$ cat config.mk
export PLATFORM = sky130hd
export DESIGN_NAME = irq_flag_ctrl
export DESIGN_NICKNAME = d
export VERILOG_FILES = /design/src/rtl/irqc_pkg.sv /design/src/rtl/irqc_flag_bank.sv /design/src/rtl/irqc_arbiter.sv /design/src/rtl/irqc_master_ctl.sv /design/src/rtl/irq_flag_ctrl.sv
export SDC_FILE = /design/constraint.sdc
export NUM_CORES = 1
export LEC_CHECK = 0
export BUFFER_PORTS_ARGS = -buffer_cell sky130_fd_sc_hd__buf_2
export CORE_UTILIZATION = 33
export DETAILED_ROUTE_END_ITERATION = 12
export PLACE_DENSITY = 0.53
export SLEW_MARGIN = 10
export SYNTH_ARGS = -nofsm -noshare
export SYNTH_HDL_FRONTEND = slang
export SYNTH_SLANG_ARGS = --single-unit
export TNS_END_PERCENT = 100
$ cat constraint.sdc
create_clock -name clk -period 1.7 [get_ports clk]
set_input_delay 0.255 -clock clk [delete_from_list [all_inputs] [get_ports clk]]
set_output_delay 0.255 -clock clk [all_outputs]
set_load 0.1 [all_outputs]
$ cat src/rtl/irqc_pkg.sv
package irqc_pkg;

    // write-port targets
    typedef enum logic [1:0] {
        WR_FLAG_CLR = 2'd0,
        WR_ENABLE   = 2'd1,
        WR_PRIO     = 2'd2,
        WR_MASTER   = 2'd3
    } wr_sel_e;

    typedef enum logic {
        LVL_LOW  = 1'b0,
        LVL_HIGH = 1'b1
    } lvl_e;

    // which handler levels are currently running
    typedef struct packed {
        logic low_act;
        logic high_act;
    } nest_t;

    // master value to restore when the innermost handler returns
    function automatic logic restore_master(nest_t n);
        return !(n.high_act && n.low_act);
    endfunction

    // nesting state after the innermost handler returns
    function automatic nest_t pop_level(nest_t n);
        nest_t r;
        r = n;
        if (n.high_act) r.high_act = 1'b0;
        else            r.low_act  = 1'b0;
        return r;
    endfunction

endpackage

$ cat src/rtl/irqc_flag_bank.sv
module irqc_flag_bank
    import irqc_pkg::*;
#(
    parameter int unsigned N_SRC = 8
) (
    input  logic             clk,
    input  logic             rst,
    input  logic [N_SRC-1:0] evt_i,
    input  logic             wr_en_i,
    input  logic [1:0]       wr_sel_i,
    input  logic [N_SRC-1:0] wr_data_i,
    output logic [N_SRC-1:0] flags_o,
    output logic [N_SRC-1:0] enables_o,
    output logic [N_SRC-1:0] prio_o
);

    logic [N_SRC-1:0] flag_q, flag_nxt;
    logic [N_SRC-1:0] en_q, prio_q;
    logic             clr_sel;

    assign clr_sel = wr_en_i && (wr_sel_e'(wr_sel_i) == WR_FLAG_CLR);

    // per-source sticky flag: event has priority over a same-cycle clear
    for (genvar g = 0; g < N_SRC; g++) begin : g_flag
        assign flag_nxt[g] = evt_i[g] | (flag_q[g] & ~(clr_sel & wr_data_i[g]));
    end

    always_ff @(posedge clk) begin
        if (rst) begin
            flag_q <= '0;
            en_q   <= '0;
            prio_q <= '0;
        end else begin
            flag_q <= flag_nxt;
            if (wr_en_i && (wr_sel_e'(wr_sel_i) == WR_ENABLE)) en_q   <= wr_data_i;
            if (wr_en_i && (wr_sel_e'(wr_sel_i) == WR_PRIO))   prio_q <= wr_data_i;
        end
    end

    assign flags_o   = flag_q;
    assign enables_o = en_q;
    assign prio_o    = prio_q;

endmodule

$ cat src/rtl/irqc_arbiter.sv
module irqc_arbiter
    import irqc_pkg::*;
#(
    parameter int unsigned N_SRC = 8,
    localparam int unsigned IDX_W = (N_SRC > 1) ? $clog2(N_SRC) : 1
) (
    input  logic [N_SRC-1:0] hi_req_i,
    input  logic [N_SRC-1:0] lo_req_i,
    output logic             hit_o,
    output logic [IDX_W-1:0] idx_o,
    output lvl_e             lvl_o
);

    logic [IDX_W-1:0] hi_idx, lo_idx;
    logic             hi_hit, lo_hit;

    // lowest-numbered set bit wins: scan downward, last match sticks
    always_comb begin
        hi_idx = '0;
        hi_hit = 1'b0;
        lo_idx = '0;
        lo_hit = 1'b0;
        for (int i = N_SRC - 1; i >= 0; i--) begin
            if (hi_req_i[i]) begin
                hi_idx = IDX_W'(i);
                hi_hit = 1'b1;
            end
            if (lo_req_i[i]) begin
                lo_idx = IDX_W'(i);
                lo_hit = 1'b1;
            end
        end
    end

    always_comb begin
        hit_o = hi_hit | lo_hit;
        if (hi_hit) begin
            idx_o = hi_idx;
            lvl_o = LVL_HIGH;
        end else begin
            idx_o = lo_idx;
            lvl_o = LVL_LOW;
        end
    end

endmodule

$ cat src/rtl/irqc_master_ctl.sv
module irqc_master_ctl
    import irqc_pkg::*;
(
    input  logic  clk,
    input  logic  rst,
    input  logic  take_i,
    input  lvl_e  take_lvl_i,
    input  logic  ret_i,
    input  logic  done_i,
    input  logic  mwr_i,
    input  logic  mdata_i,
    output logic  gie_o,
    output nest_t nest_o
);

    logic  gie_q;
    logic  arm_q;
    logic  restore_q;
    nest_t nest_q;

    always_ff @(posedge clk) begin
        if (rst) begin
            gie_q     <= 1'b0;
            arm_q     <= 1'b0;
            restore_q <= 1'b0;
            nest_q    <= '0;
        end else if (take_i) begin
            // entry: block further interrupts, record the running level
            gie_q <= 1'b0;
            arm_q <= 1'b0;
            if (take_lvl_i == LVL_HIGH) nest_q.high_act <= 1'b1;
            else                        nest_q.low_act  <= 1'b1;
        end else if (mwr_i) begin
            gie_q <= mdata_i;
            arm_q <= 1'b0;
        end else if (ret_i) begin
            // return: arm the restore, applied on a later boundary
            arm_q     <= 1'b1;
            restore_q <= restore_master(nest_q);
            nest_q    <= pop_level(nest_q);
        end else if (arm_q && done_i) begin
            gie_q <= restore_q;
            arm_q <= 1'b0;
        end
    end

    assign gie_o  = gie_q;
    assign nest_o = nest_q;

endmodule

$ cat src/rtl/irq_flag_ctrl.sv
module irq_flag_ctrl
    import irqc_pkg::*;
#(
    parameter int unsigned N_SRC = 8,
    localparam int unsigned IDX_W = (N_SRC > 1) ? $clog2(N_SRC) : 1
) (
    input  logic             clk,
    input  logic             rst,
    input  logic [N_SRC-1:0] src_evt_i,
    input  logic             wr_en_i,
    input  logic [1:0]       wr_sel_i,
    input  logic [N_SRC-1:0] wr_data_i,
    input  logic             insn_done_i,
    input  logic             irq_ack_i,
    input  logic             irq_ret_i,
    output logic             irq_req_o,
    output logic [IDX_W-1:0] irq_vec_o,
    output logic             irq_lvl_o,
    output logic [N_SRC-1:0] flags_o,
    output logic [N_SRC-1:0] trig_o,
    output logic             master_en_o
);

    logic [N_SRC-1:0] flags, enables, prio;
    logic [N_SRC-1:0] elig, hi_mask, lo_mask;
    logic             gie;
    nest_t            nest;
    logic             low_act_w, high_act_w;
    logic             high_ok, low_ok;
    logic             win_hit;
    logic [IDX_W-1:0] win_idx;
    lvl_e             win_lvl;
    logic             req_q;
    logic [IDX_W-1:0] vec_q;
    lvl_e             lvl_q;
    logic             take;

    irqc_flag_bank #(.N_SRC(N_SRC)) u_bank (
        .clk       (clk),
        .rst       (rst),
        .evt_i     (src_evt_i),
        .wr_en_i   (wr_en_i),
        .wr_sel_i  (wr_sel_i),
        .wr_data_i (wr_data_i),
        .flags_o   (flags),
        .enables_o (enables),
        .prio_o    (prio)
    );

    assign take = irq_ack_i && req_q;

    irqc_master_ctl u_master (
        .clk        (clk),
        .rst        (rst),
        .take_i     (take),
        .take_lvl_i (lvl_q),
        .ret_i      (irq_ret_i),
        .done_i     (insn_done_i),
        .mwr_i      (wr_en_i && (wr_sel_e'(wr_sel_i) == WR_MASTER)),
        .mdata_i    (wr_data_i[0]),
        .gie_o      (gie),
        .nest_o     (nest)
    );

    assign low_act_w  = nest.low_act;
    assign high_act_w = nest.high_act;

    // level gating: idle needs the master; a low handler admits only high
    assign low_ok  = gie && !low_act_w && !high_act_w;
    assign high_ok = low_ok || (low_act_w && !high_act_w);

    assign elig    = flags & enables;
    assign hi_mask = elig &  prio & {N_SRC{high_ok}};
    assign lo_mask = elig & ~prio & {N_SRC{low_ok}};

    irqc_arbiter #(.N_SRC(N_SRC)) u_arb (
        .hi_req_i (hi_mask),
        .lo_req_i (lo_mask),
        .hit_o    (win_hit),
        .idx_o    (win_idx),
        .lvl_o    (win_lvl)
    );

    // registered request, latched at an instruction boundary, held until entry
    always_ff @(posedge clk) begin
        if (rst) begin
            req_q <= 1'b0;
            vec_q <= '0;
            lvl_q <= LVL_LOW;
        end else if (take) begin
            req_q <= 1'b0;
        end else if (!req_q && insn_done_i && win_hit) begin
            req_q <= 1'b1;
            vec_q <= win_idx;
            lvl_q <= win_lvl;
        end
    end

    assign irq_req_o   = req_q;
    assign irq_vec_o   = vec_q;
    assign irq_lvl_o   = lvl_q;
    assign flags_o     = flags;
    assign trig_o      = flags & ~enables;
    assign master_en_o = gie;

endmodule

==> flow_metrics.env, run 1 <==
export IMPL_final_core_util=0.458
export IMPL_grt_usage=0.160
export IMPL_via_count=1562
export IMPL_cp_required_ns=1.85
export IMPL_worst_setup_path_start_kind="flip-flop"
export IMPL_drtIter0Drc=53
export IMPL_hp_class="input pin to flip-flop"
export IMPL_dpl_cell_area_mm2=0.00213
export IMPL_dp_cells=312
export IMPL_fin_crit_sh=0.927
export IMPL_path_class="flip-flop to flip-flop"
export IMPL_ys_flop_type="dfxtp_1"
export IMPL_ios=46
export IMPL_ys_ff_latch=34
export IMPL_arrival_ns=1.73
export IMPL_wire_per_inst_um=12.8
export IMPL_grt_pass1_vias=1478
export IMPL_syn2layout_area_growth_pct=30.9
export IMPL_final_area_mm2=0.00222
export IMPL_final_cell_mix="buf_2 (45), nor2_1 (32), dfxtp_1 (25), mux2i_1 (17), a21oi_1 (16)"
export IMPL_gp_congestion=0.851
export IMPL_die_width_um=73.7
export IMPL_antenna_cells=0
export IMPL_drive_above_1_share=0.352
export IMPL_grt_setup_unrepaired="false"
export IMPL_vias_per_cell=4.88
export IMPL_worst_slew_pin_slew_ns=0.488
export IMPL_fin_nets=276
export IMPL_final_cells=320
export IMPL_netlist_instances=198
export IMPL_irDropWorstVdd_uv=539
export IMPL_cts_inserted_buffers=5
export IMPL_setup_violations_final=0
export IMPL_ys_warn_count=0
export IMPL_path_max_fanout=8
export IMPL_die_area_mm2=0.00544
export IMPL_hpwlAfterDp_um=3160
export IMPL_synth_area_mm2=0.00170
export IMPL_relSlewSlack=0.677
export IMPL_n_fill_cell=501
export IMPL_rows=25
export IMPL_core_mm2=0.00485
export IMPL_mostFrequentLayoutCell="buf_2"
export IMPL_async_reset_ff_frac=0
export IMPL_leakagePower_nw=1.02
export IMPL_max_cap_violations=0
export IMPL_cp_end_kind="flip-flop"
export IMPL_htree_levels=2
export IMPL_cts_root_buffer="clkbuf_8"
export IMPL_holdBufCountCts=0
export IMPL_route_detailed_drc=0
export IMPL_insertion_delay_ns=0.28
export IMPL_syn_avg_cell_area_um2=8.58
export IMPL_hold_violations=0
export IMPL_clock_path_buffers=2
export IMPL_start_util=0.350
export IMPL_power_w=0.00186
export IMPL_port_buffer_count=45
export IMPL_drt_pass1_iter_count=4
export IMPL_grt_pass1_wl_um=6650
export IMPL_power_density_mw_per_mm2=837
export IMPL_drt_wl_total_um=4110
export IMPL_max_freq_ghz=0.635
export IMPL_die_h_um=73.7
export IMPL_clock_sinks=34
export IMPL_grt_max_degree=18
export IMPL_synth_edff_count=0
export IMPL_status="finished clean"
export IMPL_cts_tree="done"
export IMPL_detail_route_antenna_nets=0
export IMPL_cts_reportedPaths_clkPinSlew_ns=0.07
export IMPL_holdWs_ns=0.172
export IMPL_synthDistinctLibCells=38
export IMPL_fin_crit_ns=1.58
export IMPL_ys_seq_area_frac=0.401
export IMPL_slew_viol_final=0
export IMPL_grt_overflow=0
export IMPL_antenna_found_initial=0
export IMPL_fin_skew_ns=0.00606
export IMPL_synth_net_count=222
cell families after synthesis:
logic type | count (synthesis) | synth area share
compound gates | 45 | 0.178
simple gates | 93 | 0.297
mux | 17 | 0.100
flops | 34 | 0.401
buf+inv | 9 | 0.0243
worst max-delay path: stages, from the launching register on:
cell	delay (ns)
dfxtp_1	0.36
or3b_4	0.43
a21o_1	0.19
and4_4	0.20
a211oi_2	0.16
a221oi_1	0.10
cell type report:
cell class	count	area [µm²]	area share
Clock inverter	2	8.76	0.00394
Tap cell	67	83.8	0.0377
Sequential cell	34	714	0.322
Timing Repair Buffer	54	293	0.132
Inverter	2	7.51	0.00338
Multi-Input combinational cell	155	1040	0.469
Clock buffer	6	72.6	0.0327
report_power, final:
group	leakage [nW]	switching [W]	total (W)	internal [W]
Combinational	0.696	0.000320	0.000434	0.000114
Sequential	0.283	0.0000334	0.000860	0.000826
Clock	0.0426	0.000284	0.000565	0.000281
Total	1.02	0.000638	0.00186	0.00122
sequential cells by signal, indices dropped and copies added (netlist names):
name                count
u_master.arm_q          1
irq_req_o               1
irq_vec_o               3
u_bank.prio_o           8
u_master.nest_o         2
irq_lvl_o               1
u_bank.enables_o        8
u_master.gie_o          1
u_master.restore_q      1
u_bank.flags_o          8
metal layers:
layer,share of wire,GRT usage
met1,0.49,0.199
met2,0.47,0.273
met3,0.033,0.0357
met4,0.0073,0.0513
met5,0,0
metrics by stage:
stage	TNS [ns]	worst slack, ns
after floorplan	-0.188	-0.0972
after global placement	0	0.0753
after detailed placement	0	0.0549
after CTS	0	0.0420
after global routing	0	0.00323
final	0	0.124
what timing repair did:
item | CTS | global route
resized for setup | 0 | 3
setup endpoints to repair | 0 | 4
buffers inserted | 0 | 0
final timing paths:
check | cells past startpoint | slack (ns) | startpoint | to
max | 5 | 0.12 | u_master.nest_o[0]$_SDFFE_PP0P_ | irq_vec_o[1]$_SDFFE_PP0P_
min | 3 | 0.17 | src_evt_i[5] | u_bank.flags_o[5]$_SDFF_PP0_
max reg2reg | 5 | 0.12 | u_master.nest_o[0]$_SDFFE_PP0P_ | irq_vec_o[1]$_SDFFE_PP0P_
min reg2reg | 2 | 0.47 | irq_vec_o[2]$_SDFFE_PP0P_ | irq_vec_o[2]$_SDFFE_PP0P_
synth_stat cells, types with 2 or more instances:
cell type	n	area, µm²
dfxtp_1	34	681
nor2_1	32	120
a21oi_1	17	85.1
mux2i_1	17	170
nand2_1	11	41.3
nand3_1	11	55.1
nor2b_1	10	62.6
o21ai_0	8	40.0
nand3b_1	7	52.6
clkbuf_1	6	22.5
and3_1	5	31.3
and3b_1	4	35.0
a21o_1	3	22.5
nand2b_1	3	18.8
nor3b_1	3	22.5
a211oi_1	2	15.0
inv_1	2	7.51
o211ai_1	2	15.0
o221a_2	2	22.5
(Power assumes the default switching activity.)
==> inputs of run 2 (changes only) <==
==> constraint.sdc (replaced) <==
create_clock -name clk -period 1.7 [get_ports clk]
set_input_delay 0.255 -clock clk [delete_from_list [all_inputs] [get_ports clk]]
set_output_delay 0.255 -clock clk [all_outputs]
set_load 0.02 [all_outputs]
==> run 2 against run 1 <==
  * Flip-flop and latch count is the same
  * Total power grew 8.6%
  * Combinational power shrank 44%
  * Largest power group is now the clock network
  * Global-route usage shrank 0.053 points
  * Cell count grew 0.63%
  * Count of clock-buffer cells in the layout is the same
  * Highest routed layer unchanged
  * Sequential power shrank 0.5%
  * Critical path depth is the same
==> flow_metrics.env, run 2 (same netlist as run 1, synthesis figures left out) <==
export IMPL_mostFrequentLayoutCell="buf_2"
export IMPL_seqPwrFrac=0.424
export IMPL_slew_viol_final=0
export IMPL_p_comb_frac=0.120
export IMPL_hpwlAfterDp_um=3090
export IMPL_die_h_um=73.7
export IMPL_fin_nets=278
export IMPL_via_count=1578
export IMPL_wire_per_inst_um=12.5
export IMPL_crit_end="irq_vec_o[1]$_SDFFE_PP0P_"
export IMPL_power_switching_w=0.000458
export IMPL_max_freq_ghz=0.623
export IMPL_htree_levels=2
export IMPL_cp_end_kind="flip-flop"
export IMPL_crit_start="u_master.nest_o[1]$_SDFFE_PP0P_"
export IMPL_multiInputGateArea_um2=992
export IMPL_die_width_um=73.7
export IMPL_ios=46
export IMPL_cts_reportedPaths_clkPinSlew_ns=0.07
export IMPL_seqCellArea_um2=683
export IMPL_cts_root_buffer="clkbuf_8"
export IMPL_hp_class="input pin to flip-flop"
export IMPL_fin_skew_ns=0.00819
export IMPL_reg2reg_slack_ns=0.09
export IMPL_worst_slew_pin_slew_ns=0.343
export IMPL_gp_congestion=0.850
export IMPL_grt_max_degree=19
export IMPL_crit_cells=5
export IMPL_grt_setup_unrepaired="false"
export IMPL_grt_pass1_wl_um=6420
export IMPL_cts_tree="done"
export IMPL_cp_slowest_cell="or3b_4"
export IMPL_fin_crit_ns=1.61
export IMPL_vias_per_cell=4.90
export IMPL_p_sw_frac=0.227
export IMPL_route_detailed_drc=0
export IMPL_final_cell_mix="buf_2 (45), nor2_1 (32), dfxtp_1 (32), mux2i_1 (17), a21oi_1 (16)"
export IMPL_path_class="flip-flop to flip-flop"
export IMPL_fin_crit_sh=0.945
export IMPL_path_buf_inv=0
export IMPL_reg2reg_to="irq_vec_o[1]$_SDFFE_PP0P_"
export IMPL_wl_met1_um=2000
export IMPL_cts_inserted_buffers=5
export IMPL_drt_wl_total_um=4040
export IMPL_syn2layout_area_growth_pct=30.6
export IMPL_worstPathCellList="or3b_4 -> a21o_1 -> and4_4 -> a211oi_2 -> a221oi_1"
export IMPL_r2r_cells=5
export IMPL_grt_overflow=0
export IMPL_power_w=0.00202
export IMPL_grt_pass1_vias=1371
export IMPL_grt_usage=0.160
export IMPL_totalNegativeSetupSlack_ns=0
export IMPL_critPathMaxStageDelay_ns=0.44
export IMPL_drt_pass1_iter_count=4
export IMPL_start_util=0.350
export IMPL_cp_required_ns=1.86
export IMPL_met2WireLength_um=1880
export IMPL_insertion_delay_ns=0.29
export IMPL_leakagePower_nw=1.03
export IMPL_worst_setup_path_start_kind="flip-flop"
export IMPL_top_layer="met4"
export IMPL_rows=25
export IMPL_irDropWorstVdd_uv=485
export IMPL_n_fill_cell=501
export IMPL_path_max_fanout=8
export IMPL_status="finished clean"
export IMPL_setup_violations_final=0
export IMPL_p_int_w=0.00156
export IMPL_port_buffer_count=45
export IMPL_drive_above_1_share=0.314
export IMPL_antenna_found_initial=0
export IMPL_die_area_mm2=0.00544
export IMPL_wl_met3_um=122
export IMPL_p_clk_frac=0.456
export IMPL_power_density_mw_per_mm2=910
export IMPL_relSlewSlack=0.771
export IMPL_arrival_ns=1.76
export IMPL_cp_top_family="simple AND/OR/NAND/NOR gates"
export IMPL_drtIter0Drc=85
export IMPL_clock_path_buffers=2
export IMPL_detail_route_antenna_nets=0
export IMPL_r2r_start="u_master.nest_o[1]$_SDFFE_PP0P_"
export IMPL_clock_sinks=34
export IMPL_hold_violations=0
export IMPL_max_cap_violations=0
export IMPL_antenna_cells=0
export IMPL_core_mm2=0.00485
-- run 2: metal layers --
| layer | track usage | vias up |
|---|---|---|
| met2 | 0.253 | 30 |
| met1 | 0.211 | 721 |
| met3 | 0.0412 | 4 |
| li1 | - | 823 |
| met5 | 0 | - |
| met4 | 0.0513 | 0 |
-- run 2: final cells by class --
cell class / instances / share of cell area
Inverter: 2 / 0.00339
Sequential cell: 34 / 0.308
Timing Repair Buffer: 56 / 0.139
Clock inverter: 2 / 0.0271
Tap cell: 67 / 0.0378
Multi-Input combinational cell: 155 / 0.448
Clock buffer: 6 / 0.0372
-- run 2: worst min path at each step --
stage | start | to | depth (start not counted)
4_1_cts | src_evt_i[2] | u_bank.flags_o[2]$_SDFF_PP0_ | 3
6_report | src_evt_i[4] | u_bank.flags_o[4]$_SDFF_PP0_ | 3
3_5_place_dp | irq_vec_o[2]$_SDFFE_PP0P_ | irq_vec_o[2]$_SDFFE_PP0P_ | 2
3_3_place_gp | irq_vec_o[2]$_SDFFE_PP0P_ | irq_vec_o[2]$_SDFFE_PP0P_ | 2
5_1_grt | src_evt_i[6] | u_bank.flags_o[6]$_SDFF_PP0_ | 3
2_1_floorplan | src_evt_i[0] | u_bank.flags_o[0]$_SDFF_PP0_ | 2
-- run 2: worst min-delay path, delay by kind of cell --
family	cells	cell delay (ns)
buffers and inverters	1	0.07
AND/OR/NAND/NOR	1	0.07
AO/OA/AOI/OAI	1	0.03
-- run 2: power groups by stage --
| stage | logic, W | clock network [W] | registers, W |
|---|---|---|---|
| after floorplan | 0.000123 | 0 | 0.000892 |
| final | 0.000242 | 0.000920 | 0.000856 |
| after global placement | 0.000244 | 0 | 0.000873 |
| after detailed placement | 0.000244 | 0 | 0.000874 |
| after global routing | 0.000267 | 0.000977 | 0.000861 |
| after CTS | 0.000245 | 0.000948 | 0.000856 |
-- run 2: metrics by stage --
step	setup WS [ns]	hold slack (ns)	instance area (µm²)	utilization	cells
6_report	0.0940	0.172	2220	0.457	322
3_3_place_gp	0.0919	0.449	2060	0.426	315
5_1_grt	0.00118	0.173	2220	0.457	322
3_5_place_dp	0.0529	0.459	2060	0.426	315
4_1_cts	0.0283	0.164	2210	0.455	323
2_1_floorplan	0.0235	0.372	1700	-	198
-- run 2: what timing repair did --
item,in CTS,in global routing
endpoints found under the hold margin,0,0
setup endpoints to repair,0,4
buffers inserted,0,0
hold buffers,0,0
gates resized for setup,0,6
